`src/rtl/irq_agg_pkg.sv`:
```
package irq_agg_pkg;

  localparam int DEF_BANKS  = 3;
  localparam int DEF_BANK_W = 8;
  localparam int ADDR_W     = 4;

  // address bits [3:2] select the register group, [1:0] the bank
  typedef enum logic [1:0] {
    GRP_STS  = 2'd0,
    GRP_LMSK = 2'd1,
    GRP_SMSK = 2'd2,
    GRP_NONE = 2'd3
  } grp_e;

  function automatic grp_e addr_group(input logic [ADDR_W-1:0] a);
    case (a[3:2])
      2'd0:    addr_group = GRP_STS;
      2'd1:    addr_group = GRP_LMSK;
      2'd2:    addr_group = GRP_SMSK;
      default: addr_group = GRP_NONE;
    endcase
  endfunction

endpackage

```
`src/rtl/irq_addr_decode.sv`:
```
module irq_addr_decode
  import irq_agg_pkg::*;
#(
  parameter int NUM_BANKS = DEF_BANKS
) (
  input  logic [ADDR_W-1:0]  addr_i,
  input  logic               wr_en_i,
  output grp_e               grp_o,
  output logic [1:0]         bank_o,
  output logic               bank_ok_o,
  output logic               clr_o,
  output logic [NUM_BANKS-1:0] lmask_we_o,
  output logic [NUM_BANKS-1:0] smask_we_o
);

  assign grp_o     = addr_group(addr_i);
  assign bank_o    = addr_i[1:0];
  assign bank_ok_o = (int'(addr_i[1:0]) < NUM_BANKS) && (grp_o != GRP_NONE);
  assign clr_o     = wr_en_i && bank_ok_o && (grp_o == GRP_STS);

  for (genvar g = 0; g < NUM_BANKS; g++) begin : g_we
    assign lmask_we_o[g] = wr_en_i && (grp_o == GRP_LMSK) && (int'(bank_o) == g);
    assign smask_we_o[g] = wr_en_i && (grp_o == GRP_SMSK) && (int'(bank_o) == g);
  end

endmodule

```
`src/rtl/irq_mask_bank.sv`:
```
module irq_mask_bank #(
  parameter int          NUM_BANKS = 3,
  parameter int          BANK_W    = 8,
  parameter logic [7:0]  RST_VAL   = 8'hFF
) (
  input  logic                        clk,
  input  logic                        rst_n,
  input  logic [NUM_BANKS-1:0]        we_i,
  input  logic [BANK_W-1:0]           wdata_i,
  output logic [NUM_BANKS*BANK_W-1:0] mask_o
);

  for (genvar g = 0; g < NUM_BANKS; g++) begin : g_bank
    logic [BANK_W-1:0] q;
    always_ff @(posedge clk or negedge rst_n) begin
      if (!rst_n)      q <= BANK_W'(RST_VAL);
      else if (we_i[g]) q <= wdata_i;
    end
    assign mask_o[g*BANK_W +: BANK_W] = q;
  end

endmodule

```
`src/rtl/irq_status_core.sv`:
```
module irq_status_core #(
  parameter int              SRC_W = 24,
  parameter logic [SRC_W-1:0] RSVD = '0
) (
  input  logic             clk,
  input  logic             rst_n,
  input  logic [SRC_W-1:0] src_i,
  input  logic [SRC_W-1:0] smask_i,
  input  logic             clr_i,
  output logic [SRC_W-1:0] set_o,
  output logic [SRC_W-1:0] status_o
);

  // events allowed into status: not status-masked, not reserved
  function automatic logic [SRC_W-1:0] admit(input logic [SRC_W-1:0] s,
                                             input logic [SRC_W-1:0] m);
    admit = s & ~m & ~RSVD;
  endfunction

  // clear first, then OR in new events so a coincident event survives
  function automatic logic [SRC_W-1:0] next_sts(input logic [SRC_W-1:0] cur,
                                                input logic [SRC_W-1:0] ev,
                                                input logic             clr);
    next_sts = (clr ? '0 : cur) | ev;
  endfunction

  assign set_o = admit(src_i, smask_i);

  always_ff @(posedge clk or negedge rst_n) begin
    if (!rst_n) status_o <= '0;
    else        status_o <= next_sts(status_o, set_o, clr_i);
  end

endmodule

```
`src/rtl/irq_req_gen.sv`:
```
module irq_req_gen #(
  parameter int NUM_BANKS = 3,
  parameter int BANK_W    = 8
) (
  input  logic                        clk,
  input  logic                        rst_n,
  input  logic [NUM_BANKS*BANK_W-1:0] status_i,
  input  logic [NUM_BANKS*BANK_W-1:0] lmask_i,
  output logic                        pend_o,
  output logic                        irq_o
);

  logic [NUM_BANKS-1:0] bank_pend;

  for (genvar g = 0; g < NUM_BANKS; g++) begin : g_pend
    assign bank_pend[g] = |(status_i[g*BANK_W +: BANK_W] & ~lmask_i[g*BANK_W +: BANK_W]);
  end

  assign pend_o = |bank_pend;

  always_ff @(posedge clk or negedge rst_n) begin
    if (!rst_n) irq_o <= 1'b0;
    else        irq_o <= pend_o;
  end

endmodule

```
`src/rtl/irq_status_agg.sv`:
```
module irq_status_agg
  import irq_agg_pkg::*;
#(
  parameter int NUM_BANKS = DEF_BANKS,
  parameter int BANK_W    = DEF_BANK_W,
  parameter logic [NUM_BANKS*BANK_W-1:0] RSVD_BITS = 24'h80_1000
) (
  input  logic                        clk,
  input  logic                        rst_n,
  input  logic [NUM_BANKS*BANK_W-1:0] src_i,
  input  logic [ADDR_W-1:0]           addr_i,
  input  logic                        wr_en_i,
  input  logic [BANK_W-1:0]           wdata_i,
  output logic [BANK_W-1:0]           rdata_o,
  output logic                        irq_o
);

  localparam int SRC_W = NUM_BANKS * BANK_W;

  grp_e                 grp_w;
  logic [1:0]           bank_w;
  logic                 bank_ok_w;
  logic                 clr_w;
  logic [NUM_BANKS-1:0] lmask_we_w;
  logic [NUM_BANKS-1:0] smask_we_w;
  logic [SRC_W-1:0]     lmask_q;
  logic [SRC_W-1:0]     smask_q;
  logic [SRC_W-1:0]     status_q;
  logic [SRC_W-1:0]     set_w;
  logic                 pend_w;

  irq_addr_decode #(.NUM_BANKS(NUM_BANKS)) u_dec (
    .addr_i     (addr_i),
    .wr_en_i    (wr_en_i),
    .grp_o      (grp_w),
    .bank_o     (bank_w),
    .bank_ok_o  (bank_ok_w),
    .clr_o      (clr_w),
    .lmask_we_o (lmask_we_w),
    .smask_we_o (smask_we_w)
  );

  irq_mask_bank #(.NUM_BANKS(NUM_BANKS), .BANK_W(BANK_W), .RST_VAL(8'hFF)) u_lmask (
    .clk     (clk),
    .rst_n   (rst_n),
    .we_i    (lmask_we_w),
    .wdata_i (wdata_i),
    .mask_o  (lmask_q)
  );

  irq_mask_bank #(.NUM_BANKS(NUM_BANKS), .BANK_W(BANK_W), .RST_VAL(8'hFF)) u_smask (
    .clk     (clk),
    .rst_n   (rst_n),
    .we_i    (smask_we_w),
    .wdata_i (wdata_i),
    .mask_o  (smask_q)
  );

  irq_status_core #(.SRC_W(SRC_W), .RSVD(RSVD_BITS)) u_sts (
    .clk      (clk),
    .rst_n    (rst_n),
    .src_i    (src_i),
    .smask_i  (smask_q),
    .clr_i    (clr_w),
    .set_o    (set_w),
    .status_o (status_q)
  );

  irq_req_gen #(.NUM_BANKS(NUM_BANKS), .BANK_W(BANK_W)) u_req (
    .clk      (clk),
    .rst_n    (rst_n),
    .status_i (status_q),
    .lmask_i  (lmask_q),
    .pend_o   (pend_w),
    .irq_o    (irq_o)
  );

  function automatic logic [BANK_W-1:0] pick(input logic [SRC_W-1:0] v, input logic [1:0] b);
    pick = '0;
    for (int i = 0; i < NUM_BANKS; i++)
      if (int'(b) == i) pick = v[i*BANK_W +: BANK_W];
  endfunction

  always_comb begin
    rdata_o = '0;
    if (bank_ok_w) begin
      case (grp_w)
        GRP_STS:  rdata_o = pick(status_q, bank_w);
        GRP_LMSK: rdata_o = pick(lmask_q, bank_w);
        GRP_SMSK: rdata_o = pick(smask_q, bank_w);
        default:  rdata_o = '0;
      endcase
    end
  end

endmodule

```
`config.mk`:
```
export PLATFORM = sky130hd
export DESIGN_NAME = irq_status_agg
export DESIGN_NICKNAME = d
export VERILOG_FILES = /design/src/rtl/irq_agg_pkg.sv /design/src/rtl/irq_addr_decode.sv /design/src/rtl/irq_mask_bank.sv /design/src/rtl/irq_status_core.sv /design/src/rtl/irq_req_gen.sv /design/src/rtl/irq_status_agg.sv
export SDC_FILE = /design/constraint.sdc
export NUM_CORES = 1
export LEC_CHECK = 0
export ABC_CLOCK_PERIOD_IN_PS = 2300
export BUFFER_PORTS_ARGS = -buffer_cell sky130_fd_sc_hd__buf_2
export CORE_MARGIN = 3
export CORE_UTILIZATION = 57
export DETAILED_ROUTE_END_ITERATION = 8
export PLACE_DENSITY = 0.8
export SETUP_SLACK_MARGIN = 0.05
export SYNTH_ARGS = -nofsm -noshare
export SYNTH_HDL_FRONTEND = slang
export SYNTH_SLANG_ARGS = --single-unit
```
`constraint.sdc`:
```
create_clock -name clk -period 2.3 [get_ports clk]
set_clock_uncertainty 0.2 [all_clocks]
set_input_delay 0.46 -clock clk [delete_from_list [all_inputs] [get_ports clk]]
set_output_delay 0.46 -clock clk [all_outputs]
set_load 0.01 [all_outputs]
```
# After elaboration in Yosys (flattened, before gate mapping)
# Cells that the tools add are included.
# op_classes
reduce_logical	15
eq_ne	7
bitwise_logic	9
magnitude_cmp	1
muxes	13
# ops
operator	n
$mux 8	10
$and 8x8->8	3
$mux 24	1
$not 8->8	3
$or 24x23->24	1
$pmux 8 s3	1
$reduce_or 24->1	1
$and 23x23->23	1
$not 23->23	1
$logic_and 1x1->1	11
$eq 2x2->1 const B	4
$logic_not 2->1	3
$pmux 2 s3	1
$eq 2x1->1 const B	2
$lt 2x2->1 const B	1
$ne 2x2->1 const B	1
# totals
regBits	73
in_bits	39
out_inout_bits	9

# Depth between registers and ports, before layout
# depth
word_depth	8
mapped_depth	6

# Hierarchy
# Synthesis repeated with hierarchy kept, for this count alone.
# hier_totals
hier_cells	306
area_unflattened_um2	4033.9
# by_module_without_submodules
module	n_inst	area_per_inst_um2	cells_per_inst
irq_mask_bank	2	1024.7	51
irq_status_core	1	915.9	74
irq_status_agg	1	753.2	71
irq_req_gen	1	214.0	41
irq_addr_decode	1	101.3	18

# Worst setup path after synthesis
# Ideal clock, no wire load.
# synth_path
path_kind	input -> output
startpoint	input addr_i[1]
endpoint	output rdata_o[5]
slack_ps	84
required_ps	1640
cell_stages	6
arrival_ps	1556
cell_sequence	buf_2 -> and2b_1 -> buf_2 -> nand2_1 -> o211a_1 -> o32ai_1
# synth_via
elab_chain_len	6
# synth_rtl
item	line	source
from (decl)	irq_status_agg.sv:11	input logic [ADDR_W-1:0] addr_i,
$logic_not 2->1	irq_status_agg.sv:81	if (int'(b) == i) pick = v[i*BANK_W +: BANK_W];
$mux 8 (3 in series)	irq_status_agg.sv:81	
$pmux 8 s3	irq_status_agg.sv:87	case (grp_w)
$mux 8 *	irq_status_agg.sv:86	if (bank_ok_w) begin
to (decl)	irq_status_agg.sv:14	output logic [BANK_W-1:0] rdata_o,
# Mark *: on every way between the ends. The rest lies on a longest branch, timed or not.

# Worst setup path after layout
# layout_path
startpoint	input addr_i[0]
endpoint	output rdata_o[5]
# Same word-level chain as after synthesis.

==> summary.md <==
| Metric | Value |
|---|---|
| Run status | complete, no violations |
| Async set or reset register ratio after synthesis | 1.00 |
| Power Density | roughly 800 nW/um^2 |
| Switching Share | 0.278 |
| PortBufs | 45 |
| Crit path from | addr_i[0] |
| Largest net degree at the start of global routing | 72 |
| TritonCTS clock tree | yes |
| Final hold violation count | 0 |
| Mapped Area | around 3600 sq um |
| Fmax | 442 MHz |
| # IOs | 48 |
| Core area | 6030 sq um |
| EDFF count, synth | 0 |
| Synth Net Count | around 370 |
| Avg Inst Size Synth | 11.1 sq um |
| Vias per cell | about 5.5 |
| Clock network fraction of total power | 0.266 |
| Crit end category | primary output |
| Largest cells by area after synthesis | dfstp_2 35%, dfrtp_1 16%, mux2_2 15% |
| Post-Synthesis Cells | roughly 330 |
| Global placement routability congestion | 0.839 |
| Slew margin rel. | 0.724 |
| Yosys reg bits | 71 |
| Root Buffer | clkbuf_8 |
| RSZ-0062 raised after global routing | true |
| Initial antenna violation count | 0 |
| Fillers | 422 |
| Top cell type's share of synthesized area | 0.349 |
| Max Cap Violations | 0 |
| Worst VDD drop | between 0.0004 and 0.0005 V |
| Die ar. | roughly 7300 sq um |
| Reg-to-Reg Start | u_lmask.g_bank[2].q[2] |
| Global-route wire length before repair | between 10,000 and 15,000 um |
| Total global-route track usage | 0.247 |
| Die W | approximately 86 um |
| Synth-to-layout area growth | 20.6% |
| CP Launch Type | input port |
| DR WL/cell | about 17 um |
| Initial Utilization | 0.599 |
| Top_reg_cell synth | dfstp_2 |
| Clock buffer depth | 2 |
| Slew Viols, Final | 0 |
| Setup CP Type | input port to primary output |
| Crit-path max FO | 9 |
| Skew-Pair Late Insertion Delay | 340 ps |
| Hold Path Class | input port to flip-flop |
| Final setup vio count | 0 |
| Die height | ~86 um |
| Number of buffers created by CTS | 9 |
| Post-DRT Antenna Nets | 0 |
| Setup TNS | 0 ps |
| Design Area, Final | around 4400 sq um |
| Total gr overflow | 0 |
| Hold_sp | src_i[16] |
| Sequential fraction of the synthesis area | 0.508 |
| Flop pwr share | 0.527 |
| DR vias | ~2,600 |
| Post-synth cell types | 39 |
| Switch Pwr | between 0.9 and 1 mW |
| CTS clock-pin slew for the worst setup and hold paths | roughly 80 ps |
| # H-tree levels | 3 |
| Clk sinks | 71 |
| Pleak | between 2 and 2.5 nW |
| Slew @ Worst Pin | between 400 and 500 ps |
| Synth top cells by count | 48 x dfstp_2, 48 x mux2_2, 41 x inv_1, 27 x nand2_1, 26 x mux2i_1 |
| Power Internal | approximately 2.5 mW |
| Initial DRC Count | about 120 |
| Period utilization | 0.983 |
| Placed Instance Area | 4080 sq um |
| Yosys top cell by area | dfstp_2 |
| Cell Rows | 28 |
| CP required | ~1600 ps |
| Detailed placement HPWL | between 5000 and 6000 um |
| Layout cells sized above 1 | 0.490 |
| DRT Wirelength | approximately 8300 um |
| Drt drc | 0 |
| Ys Warns | 0 |
| Vias in the first global route | roughly 2,800 |
| Ant diodes | 0 |
| Total power | approximately 3.5 mW |
| Clock period minus worst slack | 2260 ps |
| Critical Path AT | between 1500 and 2000 ps |
| Combinational share of power | 0.207 |
| Nets | 434 |
| 1st-pass router iterations | 4 |
[path summary, 6_finish.rpt]
path                                          end  slack [ps]  cells after the start
min reg2reg                     u_sts.status_o[9]         320                      2
max reg2reg                           u_req.irq_o         750                      4
min in group asynchronous      u_sts.status_o[20]         450                      3
min                            u_sts.status_o[16]         140                      3
max in group asynchronous  u_lmask.g_bank[2].q[5]        1080                      3
max                                    rdata_o[5]          40                      6
[sequential cells by signal (all words and copies together) (netlist names)]
register	cells
u_lmask.g_bank.q	24
u_smask.g_bank.q	24
u_sts.status_o	22
u_req.irq_o	1
[power by group through the flow]
stage	combinational [mW]	sequential [mW]	clock [mW]
after floorplan	0.485	1.79	0
after global placement	0.649	1.84	0
after global routing	0.800	1.88	1.00
final	0.722	1.84	0.931
after detailed placement	0.678	1.86	0
after CTS	0.715	1.84	0.948
[layer usage]
layer | part of all wire | up-vias | routed length (um) | GRT usage
li1 | - | 1268 | - | -
met1 | 0.44 | 1281 | 3670 | 0.344
met2 | 0.49 | 71 | 4080 | 0.387
met3 | 0.046 | 16 | 382 | 0.0365
met4 | 0.018 | 0 | 149 | 0.109
met5 | 0 | - | 0 | 0
[what timing repair did]
| item | 4_1_cts | 5_1_grt |
|---|---|---|
| hold buffers | 1 | 0 |
| pin swaps | 3 | 8 |
| endpoints found under the setup margin | 5 | 8 |
| gates resized for setup | 7 | 3 |
| endpoints found under the hold margin | 23 | 0 |
| buffers inserted | 3 | 3 |
[kinds of logic after synthesis]
logic type,after synthesis,synth area share
AOI/OAI and AO/OA,65,0.113
buffers and inverters,57,0.0651
and+or+nand+nor,58,0.0859
DFF,71,0.508
muxes,75,0.228
[final cells by class]
cell class	count	area (sq um)	share of cell area
tap	75	93.8	0.0215
multi-input combinational	198	1570	0.360
sequential	71	1840	0.421
clock buffer	13	169	0.0388
timing repair buffer	74	518	0.119
clock inverter	3	17.5	0.00402
inverter	41	154	0.0353
[placed cells by master (no fill, tap or decap), types with 12 or more instances in the layout]
master and instances:
dfrtp_1 23, nand2_1 27, buf_2 44, dfstp_2 48, mux2_2 48, inv_1 41, o21ai_0 24, buf_4 22
o22ai_1 14, clkbuf_8 12, mux2i_1 26
[worst max-delay path, cell delays in order]
cell and delay, ps:
buf_4 140, and2b_2 260, buf_6 160, a211oi_2 90, o32ai_2 310, buf_2 180
[through the flow]
step | utilization | std cells | hold WS [ps] | worst slack (ps)
floorplan | - | 326 | -35.6 | 84.2
global placement | 0.677 | 452 | 292 | 34.3
detailed placement | 0.677 | 452 | 305 | -6.37
CTS | 0.718 | 472 | 132 | -3.21
global route | 0.723 | 475 | 136 | -28.0
finish | 0.723 | 475 | 137 | 39.6
No activity file was read; power rests on OpenSTA's default activity.
